===== src/rtl/updn_pkg.sv =====
package updn_pkg;
  localparam int CW = 4;
  typedef logic [CW-1:0] cnt_t;
  typedef enum logic [1:0] {
    OP_HOLD = 2'd0,
    OP_LOAD = 2'd1,
    OP_UP   = 2'd2,
    OP_DOWN = 2'd3
  } op_e;
endpackage


===== src/rtl/updn_opsel.sv =====
module updn_opsel
  import updn_pkg::*;
(
  input  logic load_n,
  input  logic en_par_n,
  input  logic en_trk_n,
  input  logic up,
  output op_e  op
);
  always_comb begin
    if (!load_n)                    op = OP_LOAD;
    else if (en_par_n || en_trk_n)  op = OP_HOLD;
    else if (up)                    op = OP_UP;
    else                            op = OP_DOWN;
  end
endmodule


===== src/rtl/updn_next.sv =====
module updn_next
  import updn_pkg::*;
#(
  parameter bit DECADE = 1'b1
) (
  input  cnt_t q,
  input  cnt_t din,
  input  op_e  op,
  output cnt_t nxt
);
  localparam cnt_t TOP = DECADE ? cnt_t'(9) : cnt_t'((1 << CW) - 1);

  cnt_t inc_v;
  cnt_t dec_v;

  generate
    if (DECADE) begin : g_dec
      // decade increment: legal wrap at 9, illegal states fold back in <=2 steps
      always_comb begin
        unique case (q)
          4'd9:    inc_v = 4'd0;
          4'd10:   inc_v = 4'd11;
          4'd11:   inc_v = 4'd6;
          4'd12:   inc_v = 4'd13;
          4'd13:   inc_v = 4'd4;
          4'd14:   inc_v = 4'd15;
          4'd15:   inc_v = 4'd2;
          default: inc_v = q + 4'd1;
        endcase
      end
      // decade decrement: wrap 0->9, clear bit 3 when result still illegal
      always_comb begin
        if (q == '0) begin
          dec_v = TOP;
        end else begin
          dec_v = q - 4'd1;
          if (dec_v > TOP) dec_v[3] = 1'b0;
        end
      end
    end else begin : g_bin
      always_comb begin
        inc_v = q + cnt_t'(1);
        dec_v = q - cnt_t'(1);
      end
    end
  endgenerate

  always_comb begin
    unique case (op)
      OP_LOAD: nxt = din;
      OP_UP:   nxt = inc_v;
      OP_DOWN: nxt = dec_v;
      default: nxt = q;
    endcase
  end
endmodule


===== src/rtl/updn_tc.sv =====
module updn_tc
  import updn_pkg::*;
#(
  parameter bit DECADE = 1'b1
) (
  input  cnt_t q,
  input  logic up,
  input  logic en_trk_n,
  output logic tc_n
);
  logic at_top;
  logic at_zero;

  generate
    if (DECADE) begin : g_dec
      // partial decode of 9: bits 0 and 3 only, so 11/13/15 also match
      assign at_top = q[0] & q[3];
    end else begin : g_bin
      assign at_top = &q;
    end
  endgenerate

  assign at_zero = ~|q;
  assign tc_n = ~(~en_trk_n & (up ? at_top : at_zero));
endmodule


===== src/rtl/updn_counter.sv =====
module updn_counter
  import updn_pkg::*;
#(
  parameter bit DECADE = 1'b1
) (
  input  logic          clk,
  input  logic          rst_n,
  input  logic          load_n,
  input  logic [CW-1:0] din,
  input  logic          en_par_n,
  input  logic          en_trk_n,
  input  logic          up,
  output logic [CW-1:0] q,
  output logic          tc_n
);
  op_e  op;
  cnt_t nxt;
  cnt_t q_r;

  updn_opsel u_opsel (
    .load_n   (load_n),
    .en_par_n (en_par_n),
    .en_trk_n (en_trk_n),
    .up       (up),
    .op       (op)
  );

  updn_next #(.DECADE(DECADE)) u_next (
    .q   (q_r),
    .din (din),
    .op  (op),
    .nxt (nxt)
  );

  always_ff @(posedge clk or negedge rst_n) begin
    if (!rst_n) q_r <= '0;
    else        q_r <= nxt;
  end

  updn_tc #(.DECADE(DECADE)) u_tc (
    .q        (q_r),
    .up       (up),
    .en_trk_n (en_trk_n),
    .tc_n     (tc_n)
  );

  assign q = q_r;
endmodule


===== config.mk =====
export PLATFORM = sky130hd
export DESIGN_NAME = updn_counter
export DESIGN_NICKNAME = d
export VERILOG_FILES = /design/src/rtl/updn_pkg.sv /design/src/rtl/updn_opsel.sv /design/src/rtl/updn_next.sv /design/src/rtl/updn_tc.sv /design/src/rtl/updn_counter.sv
export SDC_FILE = /design/constraint.sdc
export NUM_CORES = 1
export LEC_CHECK = 0
export BUFFER_PORTS_ARGS = -buffer_cell sky130_fd_sc_hd__buf_4
export CAP_MARGIN = 20
export CELL_PAD_IN_SITES_DETAIL_PLACEMENT = 1
export CELL_PAD_IN_SITES_GLOBAL_PLACEMENT = 2
export CORE_ASPECT_RATIO = 1.1
export CORE_MARGIN = 5
export CORE_UTILIZATION = 28
export CTS_BUF_LIST = sky130_fd_sc_hd__clkbuf_8
export DETAILED_ROUTE_END_ITERATION = 8
export HOLD_SLACK_MARGIN = 0.05
export PLACE_DENSITY_LB_ADDON = 0.1
export SETUP_SLACK_MARGIN = 0.5
export SLEW_MARGIN = 10
export SYNTH_ARGS = -nofsm -noshare
export SYNTH_HDL_FRONTEND = slang
export SYNTH_SLANG_ARGS = --single-unit

===== constraint.sdc =====
create_clock -name clk -period 2 [get_ports clk]
set_input_delay 0.2 -clock clk [delete_from_list [all_inputs] [get_ports clk]]
set_output_delay 0.2 -clock clk [all_outputs]
set_load 0.05 [all_outputs]

==> out/qor.txt, run 1 <==
Cells on worst reg2reg path: 6
Clock transition at path regs: 0.03 ns
GRT overflow: 0
Largest net degree at the start of global routing: 14
Hold Crit Depth: 2
Tmin final: 1.69 ns
WP data arrival: 1.49 ns
Clk_lat worst skew: 0.22 ns
Worst hold start: load_n
Reg2reg end: q[3]
TritonCTS Buffers: 3
Die height: 54.3 um
Final Cell Area: 748 sq um
Clk root buf: clkbuf_8
Synthesized area: 500 sq um
Comb pwr share: 0.422
First-pass GRT wire length: 2550 um
Syn nets: 79
Starting Density: 0.287
Cells after synthesis: 65
Routability Congestion: 0.745
Post-Syn Area per Cell: 7.70 sq um
Sequential cell area fraction in the yosys report: 0.200
First-pass DRT Iterations: 4
Crit share post-route: 0.843
Met3 usage: 0.0436
Die area: 0.00273 sq mm
Outcome: complete, no violations
Worst VDD drop: 350 uV
Class of the most critical hold timing path: in -> reg
Hold EP: q[2]
Clk pwr share: 0.328
Area leader, netlist: dfrtp_1
Switching pwr: 199 uW
Share of cells above drive strength 1: 0.457
Final setup margin: 0.314 ns
Layout Skew: 0.000955 ns
Fmax: 0.593 GHz
Die W: 50.3 um
Setup crit start: q[0]
Slew HR: 0.677
Pre-CTS WS: 0.297 ns
Worst-Margin Slew: 0.472 ns
Worst setup EP type: output pin
CP required: 1.80 ns
Max reg flops: 4
Placed cell areas: 647 sq um
Drt drc: 0
Antenna violations before repair: 0
ANT nets after route: 0
Switch share: 0.382
Synth area leaders: dfrtp_1, ha_1, nor2_1
DR vias: 546
Crit-path max FO: 8
Detailed placement HPWL: 1150 um
Top Usage Layer GRT: met2
I/O pin total: 15
Ys Warns: 0
Post-synth top area share: 0.200
Vias in the first global route: 547
CP Class: reg -> out
# H-tree levels: 1
Number of vias per cell: 5.52
Max-cap violations: 0
Final Hold Vio Count: 0
Pint: 322 uW
Clock sink count: 4
Port Buffer Count: 14
Synth-to-layout area growth: 49.5%
FP Rows: 16
Final setup viols: 0
Pwr/cell area: 696 mW/mm^2
Kind of start point of the critical path: flip-flop
P_leak: 0.000283 uW
Flops & latches, synth: 4
Setup TNS: 0 ns
Pwr Total: 521 uW
Layout Utilization: 0.430
RSZ-0062 raised after global routing: true
GRT Total Usage: 0.124
GR Layer Usage met2: 0.207
Met1 GRT Util: 0.151
Synth cell types: 32
TritonCTS clock tree: done
CORE AREA: 0.00174 sq mm
Register share of total power: 0.250
Clk buf depth: 2
RR Startpoint: q[1]
R2r setup slk: 0.34 ns
Final Slew Violations: 0
Nets: 97
Diode count: 0
Post-Route WL: 1460 um
Routed WL per cell: 14.7 um
Initial DRC count: 4
[worst max-delay path, cell delays in order, from the launching register on]
cell	delay [ns]
dfrtp_4	0.54
inv_4	0.11
ha_4	0.16
nand2_1	0.08
o21ai_2	0.14
nand2b_2	0.06
buf_4	0.18
[through the flow]
stage          std cells  hold WS [ns]
2_1_floorplan         65       -0.0956
3_3_place_gp          93     0.0000938
3_5_place_dp          93      0.000849
4_1_cts               99         0.223
5_1_grt               99         0.239
6_report              99         0.222
[Yosys cell counts (all sizes together)]
master	count
clkbuf	1
nor2b	1
nor2	11
a2111oi	1
and2	1
nand4	2
o21ai	4
ha	4
dfrtp	4
a21oi	3
buf	3
or3	1
o22ai	1
o2111ai	1
a31oi	4
o41ai	1
inv	3
o211ai	1
a211oi	2
a21bo	1
o311ai	1
o21a	2
nand3	4
a32oi	1
xor2	1
nand2b	1
or2	1
nand2	4
[how the worst max path moves through the flow]
stage	end	slack, ns	depth (start not counted)
after floorplan	q[1]	0.36	5
after global placement	q[1]	0.28	6
after detailed placement	q[1]	0.30	5
after CTS	tc_n	0.32	6
after global routing	q[1]	0.22	7
final	tc_n	0.31	6
[placed cells by master, fill, tap and decap left out, types with 3 or more instances in the layout]
cell type and count:
nand2_1 4, ha_4 4, clkbuf_8 3, a31oi_1 4, nand3_1 4, buf_4 16
nor2_1 9
[power groups by stage]
stage / sequential [uW] / clock, uW / combinational (uW)
after floorplan: 143 / 0 / 132
after global placement: 128 / 0 / 203
after detailed placement: 128 / 0 / 202
after CTS: 128 / 174 / 217
after global routing: 134 / 184 / 242
final: 130 / 171 / 220
[repair_timing]
action / 4_1_cts / 5_1_grt
endpoints found under the hold margin: 4 / 0
setup buffers: 2 / 0
pin swaps: 1 / 3
endpoints found under the setup margin: 5 / 5
hold buffers: 1 / 0
gates resized for setup: 5 / 3
[kinds of logic (layout without fill, tap and decap cells)]
family / Yosys count / count (layout) / synth area share
flip-flops: 4 / 4 / 0.200
adder cells (fa/ha/maj): 4 / 4 / 0.100
AO/OA/AOI/OAI: 23 / 23 / 0.362
XOR/XNOR: 1 / 1 / 0.0175
buffers and inverters: 7 / 23 / 0.0750
AND/OR/NAND/NOR: 26 / 26 / 0.245
[layout make-up]
type	count	area, sq um
Clock buffer	3	41.3
Multi-Input combinational cell	54	428
Fill cell	213	993
Timing Repair Buffer	17	130
Inverter	3	16.3
Sequential cell	4	110
Tap cell	18	22.5
[layer usage]
metal | up-vias | routed length, um
li1 | 273 | -
met3 | 0 | 65
met2 | 12 | 753
met1 | 261 | 641
met4 | 0 | 0
met5 | - | 0
Power figures use the tool's default switching activity.
==> run 2: changes to the inputs <==
--- a/config.mk
+++ b/config.mk
@@ -5,13 +5,14 @@
 export SDC_FILE = /design/constraint.sdc
 export NUM_CORES = 1
 export LEC_CHECK = 0
+export ABC_AREA = 1
 export BUFFER_PORTS_ARGS = -buffer_cell sky130_fd_sc_hd__buf_4
 export CAP_MARGIN = 20
 export CELL_PAD_IN_SITES_DETAIL_PLACEMENT = 1
 export CELL_PAD_IN_SITES_GLOBAL_PLACEMENT = 2
 export CORE_ASPECT_RATIO = 1.1
 export CORE_MARGIN = 5
-export CORE_UTILIZATION = 28
+export CORE_UTILIZATION = 24
 export CTS_BUF_LIST = sky130_fd_sc_hd__clkbuf_8
 export DETAILED_ROUTE_END_ITERATION = 8
 export HOLD_SLACK_MARGIN = 0.05
==> constraint.sdc (replaced) <==
create_clock -name clk -period 1.5 [get_ports clk]
set_input_delay 0.15 -clock clk [delete_from_list [all_inputs] [get_ports clk]]
set_output_delay 0.15 -clock clk [all_outputs]
set_load 0.05 [all_outputs]
==> out/qor.txt, run 2 <==
Synth cell types: 21 (was 32)
Tmin final: 1.52 ns
Crit share post-route: 1.02
Clock sink count: 4 (unchanged)
Met1 wire length: 852 um (was 641 um)
First-pass GRT wire length: 3350 um (was 2550 um)
RSZ-0062 raised after global routing: true (unchanged)
Reg2reg end: q[2] (was q[3])
Die W: 54.7 um (was 50.3 um)
Nets: 134 (was 97)
Worst-Margin Slew: 0.282 ns (was 0.472 ns)
Worst hold slack: 0.277 ns (was 0.222 ns)
Layout Skew: 0.00156 ns (was 0.000955 ns)
# H-tree levels: 1 (unchanged)
Kind of start point of the critical path: flip-flop (unchanged)
Worst VDD drop: 423 uV (was 350 uV)
Final Slew Violations: 0 (unchanged)
Switching pwr: 366 uW (was 199 uW)
RR Startpoint: q[1] (unchanged)
Synthesized area: 528 sq um (was 500 sq um)
Routability Congestion: 0.856 (was 0.745)
Detailed route wirelength on metal3: 78 um (was 65 um)
ANT nets after route: 0 (unchanged)
Post-synth top area share: 0.190 (was 0.200)
Most frequent cells after synthesis: nand2_1, nand3_1, nor2_1
Drt drc: 0 (unchanged)
Pwr/cell area: 863 mW/mm^2 (was 696 mW/mm^2)
Detailed placement HPWL: 1440 um (was 1150 um)
Post-Syn Area per Cell: 6.29 sq um (was 7.70 sq um)
Die height: 59.2 um (was 54.3 um)
FP Rows: 17 (was 16)
Clk buf depth: 2 (unchanged)
Placed cell areas: 738 sq um (was 647 sq um)
Most frequent cells in the layout: buf_4, nand2_1, nor2_1 (was buf_4, nor2_1)
Synth Area in XOR/XNOR: 0 (was 0.0175)
Worst setup EP type: flip-flop (was output pin)
Slew HR: 0.811 (was 0.677)
Ys Warns: 0 (unchanged)
Switch share: 0.406 (was 0.382)
Mux cell area share after synthesis: 0 (unchanged)
Syn nets: 98 (was 79)
Die area: 0.00324 sq mm (was 0.00273 sq mm)
Clk_lat worst skew: 0.21 ns (was 0.22 ns)
Synth Area in Adders: 0.0948 (was 0.100)
Top Metal Used: met4 (was met3)
Async set or reset register ratio after synthesis: 1.00 (unchanged)
P_leak: 0.000482 uW (was 0.000283 uW)
Prevailing post-synth register cell: dfrtp_1 (unchanged)
Initial DRC count: 2 (was 4)
Synth area leaders: dfrtp_1, nand2_1, ha_1 (was dfrtp_1, ha_1, nor2_1)
Cell Count, Final, Fillers Out: 146 (was 99)
First-pass DRT Iterations: 3 (was 4)
Final setup viols: 3 (was 0)
Clock transition at path regs: 0.03 ns (about the same)
DR vias: 700 (was 546)
GRT overflow: 0 (unchanged)
Register share of total power: 0.176 (was 0.250)
Top-count cell post-synth: nand2_1 (was nor2_1)
Max-cap violations: 0 (unchanged)
Setup TNS: -0.0484 ns (was 0 ns)
Fmax: 0.657 GHz
Diode count: 0 (unchanged)
I/O pin total: 15 (unchanged)
TritonCTS clock tree: done (unchanged)
Failing checks: negative setup slack
TritonCTS Buffers: 3 (unchanged)
CP Class: reg -> reg (was reg -> out)
CORE AREA: 0.00206 sq mm (was 0.00174 sq mm)
Commonest non-fill, non-tap cell in the layout: buf_4 (unchanged)
GRT Total Usage: 0.143 (was 0.124)
Post-synthesis compound-gate area fraction: 0.126 (was 0.363)
Synth-to-layout area growth: 97.9% (was 49.5%)
Synth Area in Simple Gates: 0.476 (was 0.245)
DR WL met2: 1170 um (was 753 um)
Port Buffer Count: 14 (unchanged)
Cells on worst reg2reg path: 9 (was 6)
Antenna violations before repair: 0 (unchanged)
Largest net degree at the start of global routing: 13 (was 14)
Final setup margin: -0.0228 ns (was 0.314 ns)
Clk pwr share: 0.249 (was 0.328)
Final Cell Area: 0.00104 sq mm (was 748 sq um)
Final Hold Vio Count: 0 (unchanged)
Outcome: finished, violations left (was complete, no violations)
Comb pwr share: 0.575 (was 0.422)
Post-synth EDFFs: 0 (unchanged)
Cells after synthesis: 84 (was 65)
Crit-path max FO: 4 (was 8)
Placed Cells: 126 (was 93)
Area leader, netlist: dfrtp_1 (unchanged)
Post-Route WL: 2130 um (was 1460 um)
Vias in the first global route: 746 (was 547)
Routed WL per cell: 14.6 um (was 14.7 um)
Largest family of logic cells by synthesized area: simple AND/OR/NAND/NOR gates (was compound AO/OA/AOI/OAI gates)
Max reg flops: 4 (unchanged)
Sequential cell area fraction in the yosys report: 0.190 (was 0.200)
Flops & latches, synth: 4 (unchanged)
Number of vias per cell: 4.79 (was 5.52)
Clk root buf: clkbuf_8 (unchanged)
R2r setup slk: -0.02 ns (was 0.34 ns)
Class of the most critical hold timing path: in -> async (was in -> reg)
CP required: 1.60 ns (was 1.80 ns)
Share of cells above drive strength 1: 0.593 (was 0.457)
Pint: 536 uW (was 322 uW)
Starting Density: 0.256 (was 0.287)
WP data arrival: 1.62 ns (was 1.49 ns)
[run 2: cell types whose count changed after synthesis, moves of 2 or more]
cell / before / now
a21oi_1: 3 / 5
inv_2: 0 / 2
nor2_4: 0 / 2
nor3_1: 0 / 2
a31oi_1: 4 / 0
nand2_1: 4 / 21
inv_1: 3 / 9
a22oi_1: 0 / 2
nand3_1: 4 / 10
[run 2: cell families (layout without fill, tap and decap cells)]
family                   Yosys count  after routing
AO/OA/AOI/OAI                     11             11
AND/OR/NAND/NOR                   52             52
adder cells (fa/ha/maj)            4              4
flip-flops                         4              4
buffers and inverters             13             47
[run 2: timing repair]
item	CTS	global route
hold buffers	1	0
endpoints found under the setup margin	9	9
endpoints found under the hold margin	4	0
buffers inserted	8	8
pin swaps	6	9
gates resized for setup	19	16
[run 2: power groups by stage]
stage                     clock, uW  sequential, uW  combinational (uW)
after floorplan                   0             199                 192
after global placement            0             169                 316
after detailed placement          0             169                 320
after CTS                       229             162                 420
after global routing            244             162                 560
final                           225             159                 519
[run 2: final cells by class]
type / instances / area (sq um)
well taps: 28 / 35.0
multi-input cells: 67 / 508
clock buffers: 3 / 41.3
repair buffers: 33 / 299
flip-flops and latches: 4 / 110
fillers: 265 / 1020
inverters: 11 / 51.3
[run 2: worst max-delay path by stage]
| stage | slack (ns) | cells after the start | startpoint | end |
|---|---|---|---|---|
| 4_1_cts | -0.009 | 10 | q[0] | q[3] |
| 6_report | -0.02 | 9 | q[1] | q[2] |
| 3_5_place_dp | -0.02 | 7 | q[1] | q[2] |
| 2_1_floorplan | 0.02 | 10 | q[0] | q[3] |
| 3_3_place_gp | 0.03 | 7 | q[1] | q[2] |
| 5_1_grt | -0.09 | 10 | q[0] | q[1] |
[run 2: critical path: stages, from the launching register on]
cell,delay (ns)
dfrtp_4,0.50
buf_6,0.14
ha_4,0.17
nor2_4,0.14
nand2_4,0.07
nand2_4,0.10
buf_4,0.11
nand3_2,0.05
nand3_2,0.07
a21oi_2,0.05
[run 2: per-stage QoR]
| stage | util | power [uW] | setup slack [ns] |
|---|---|---|---|
| after floorplan | - | 391 | 0.0242 |
| after global placement | 0.358 | 485 | 0.0258 |
| after detailed placement | 0.358 | 489 | -0.0217 |
| after CTS | 0.448 | 811 | -0.00928 |
| after global routing | 0.506 | 966 | -0.0923 |
| final | 0.506 | 902 | -0.0228 |
[run 2: routing by layer]
metal  global-route usage  vias up
li1                     -      346
met1                0.159      332
met2                0.262       18
met3               0.0302        4
met4               0.0391        0
met5                    0        -
==> run 3: changes to the inputs <==
--- a/config.mk
+++ b/config.mk
@@ -17,6 +17,7 @@
 export DETAILED_ROUTE_END_ITERATION = 8
 export HOLD_SLACK_MARGIN = 0.05
 export PLACE_DENSITY_LB_ADDON = 0.1
+export REMOVE_ABC_BUFFERS = 1
 export SETUP_SLACK_MARGIN = 0.5
 export SLEW_MARGIN = 10
 export SYNTH_ARGS = -nofsm -noshare
==> out/qor.txt, run 3 (synthesized netlist as in run 2, its figures left out) <==
Outcome: complete, no violations (was finished, violations left)
Layout Utilization: 0.529 (was 0.506)
GRT overflow: 0 (unchanged)
Nets: 143 (was 134)
Detailed placement HPWL: 1490 um (was 1440 um)
Class of the most critical hold timing path: in -> async (unchanged)
Number of vias per cell: 4.63 (was 4.79)
Reg2reg end: q[1] (was q[2])
Setup crit start: q[0] (was q[1])
P_leak: 0.000523 uW (was 0.000482 uW)
Register share of total power: 0.151 (was 0.176)
Share of cells above drive strength 1: 0.583 (was 0.593)
Final Slew Violations: 0 (unchanged)
Final Cell Area: 0.00109 sq mm (was 0.00104 sq mm)
Final Hold Vio Count: 0 (unchanged)
Crit share post-route: 0.980 (was 1.02)
Worst-Margin Slew: 0.267 ns (was 0.282 ns)
Fmax: 0.680 GHz (was 0.657 GHz)
Routability Congestion: 0.860 (was 0.856)
Pwr/cell area: 863 mW/mm^2 (about the same)
CORE AREA: 0.00206 sq mm (unchanged)
Routed WL per cell: 14.7 um (was 14.6 um)
DR vias: 717 (was 700)
Synth-to-layout area growth: 107% (was 97.9%)
Antenna violations before repair: 0 (unchanged)
Clk root buf: clkbuf_8 (unchanged)
TritonCTS Buffers: 3 (unchanged)
Clk pwr share: 0.249 (about the same)
Commonest non-fill, non-tap cell in the layout: buf_4 (unchanged)
Drt drc: 0 (unchanged)
Clk buf depth: 2 (unchanged)
Switching pwr: 375 uW (was 366 uW)
CP Class: reg -> reg (unchanged)
Vias in the first global route: 761 (was 746)
Crit-path max FO: 5 (was 4)
Most frequent cells in the layout: buf_4, nand2_1, nand3_1 (was buf_4, nand2_1, nor2_1)
First-pass DRT Iterations: 4 (was 3)
Die W: 54.7 um (unchanged)
Placed cell areas: 747 sq um (was 738 sq um)
Layout Skew: 0.00324 ns (was 0.00156 ns)
WP data arrival: 1.59 ns (was 1.62 ns)
Port Buffer Count: 14 (unchanged)
Critical path endpoint: q[1] (was q[2])
Tmin final: 1.47 ns (was 1.52 ns)
Clock transition at path regs: 0.04 ns (was 0.03 ns)
Die area: 0.00324 sq mm (unchanged)
TritonCTS clock tree: done (unchanged)
FP Rows: 17 (unchanged)
Die height: 59.2 um (unchanged)
CP required: 1.62 ns (was 1.60 ns)
Comb pwr share: 0.600 (was 0.575)
RR Startpoint: q[0] (was q[1])
Diode count: 0 (unchanged)
Switch share: 0.397 (was 0.406)
Clk_lat worst skew: 0.22 ns (was 0.21 ns)
Worst VDD drop: 610 uV (was 423 uV)
Post-Route WL: 2280 um (was 2130 um)
Pwr Total: 943 uW (was 902 uW)
Starting Density: 0.256 (unchanged)
Slew HR: 0.821 (was 0.811)
I/O pin total: 15 (unchanged)
Final setup viols: 0 (was 3)
ANT nets after route: 0 (unchanged)
Placed Cells: 137 (was 126)
# H-tree levels: 1 (unchanged)
Max-cap violations: 0 (unchanged)
Pint: 568 uW (was 536 uW)
RSZ-0062 raised after global routing: true (unchanged)
Worst setup EP type: flip-flop (unchanged)
R2r setup slk: 0.03 ns (was -0.02 ns)
GRT Total Usage: 0.163 (was 0.143)
First-pass GRT wire length: 3760 um (was 3350 um)
Largest net degree at the start of global routing: 9 (was 13)
Worst hold slack: 0.266 ns (was 0.277 ns)
Clock sink count: 4 (unchanged)
Cell Count, Final, Fillers Out: 155 (was 146)
Cells on worst reg2reg path: 7 (was 9)
Initial DRC count: 5 (was 2)
Max reg flops: 4 (unchanged)
Kind of start point of the critical path: flip-flop (unchanged)
## run 3: cell type report
type | count | area (sq um)
clock buffer | 3 | 41.3
fill | 271 | 971
inverter | 11 | 43.8
multi-input combinational | 67 | 484
sequential | 4 | 103
tap | 28 | 35.0
timing repair buffer | 42 | 385
## run 3: power by group through the flow
stage | Sequential, uW | Combinational, uW | Clock, uW
floorplan | 195 | 142 | 0
finish | 143 | 566 | 235
CTS | 145 | 499 | 230
detailed placement | 143 | 355 | 0
global placement | 143 | 356 | 0
global route | 144 | 613 | 252
## run 3: per-stage QoR
| stage | worst slack (ns) | TNS (ns) |
|---|---|---|
| 5_1_grt | -0.0513 | -0.148 |
| 3_5_place_dp | -0.0891 | -0.112 |
| 6_report | 0.0302 | 0 |
| 4_1_cts | 0.0672 | 0 |
| 2_1_floorplan | -0.422 | -1.93 |
| 3_3_place_gp | -0.0704 | -0.0704 |
## run 3: worst min path at each step
stage,end,startpoint
2_1_floorplan,q[0],rst_n
3_3_place_gp,q[3],rst_n
3_5_place_dp,q[1],rst_n
4_1_cts,q[0],rst_n
5_1_grt,q[0],rst_n
6_report,q[0],rst_n
## run 3: routing by layer
| layer | GRT usage | share of wire | up-vias |
|---|---|---|---|
| met3 | 0.0428 | 0.028 | 0 |
| li1 | - | - | 361 |
| met1 | 0.193 | 0.39 | 341 |
| met2 | 0.292 | 0.58 | 15 |
| met4 | 0.0214 | 0 | 0 |
| met5 | 0 | 0 | - |
## run 3: critical path: stages (launching register included)
cell     delay [ns]
dfrtp_1        0.39
inv_2          0.14
ha_4           0.20
buf_6          0.12
nor2_2         0.05
nor3_1         0.21
nor2_1         0.08
a22oi_1        0.18
## run 3: what timing repair did
item	CTS	global route
pin swaps	11	7
hold buffers	1	0
gates resized for setup	40	10
hold endpoints to repair	4	0
endpoints found under the setup margin	9	9
cloned	0	0
buffers inserted	9	5
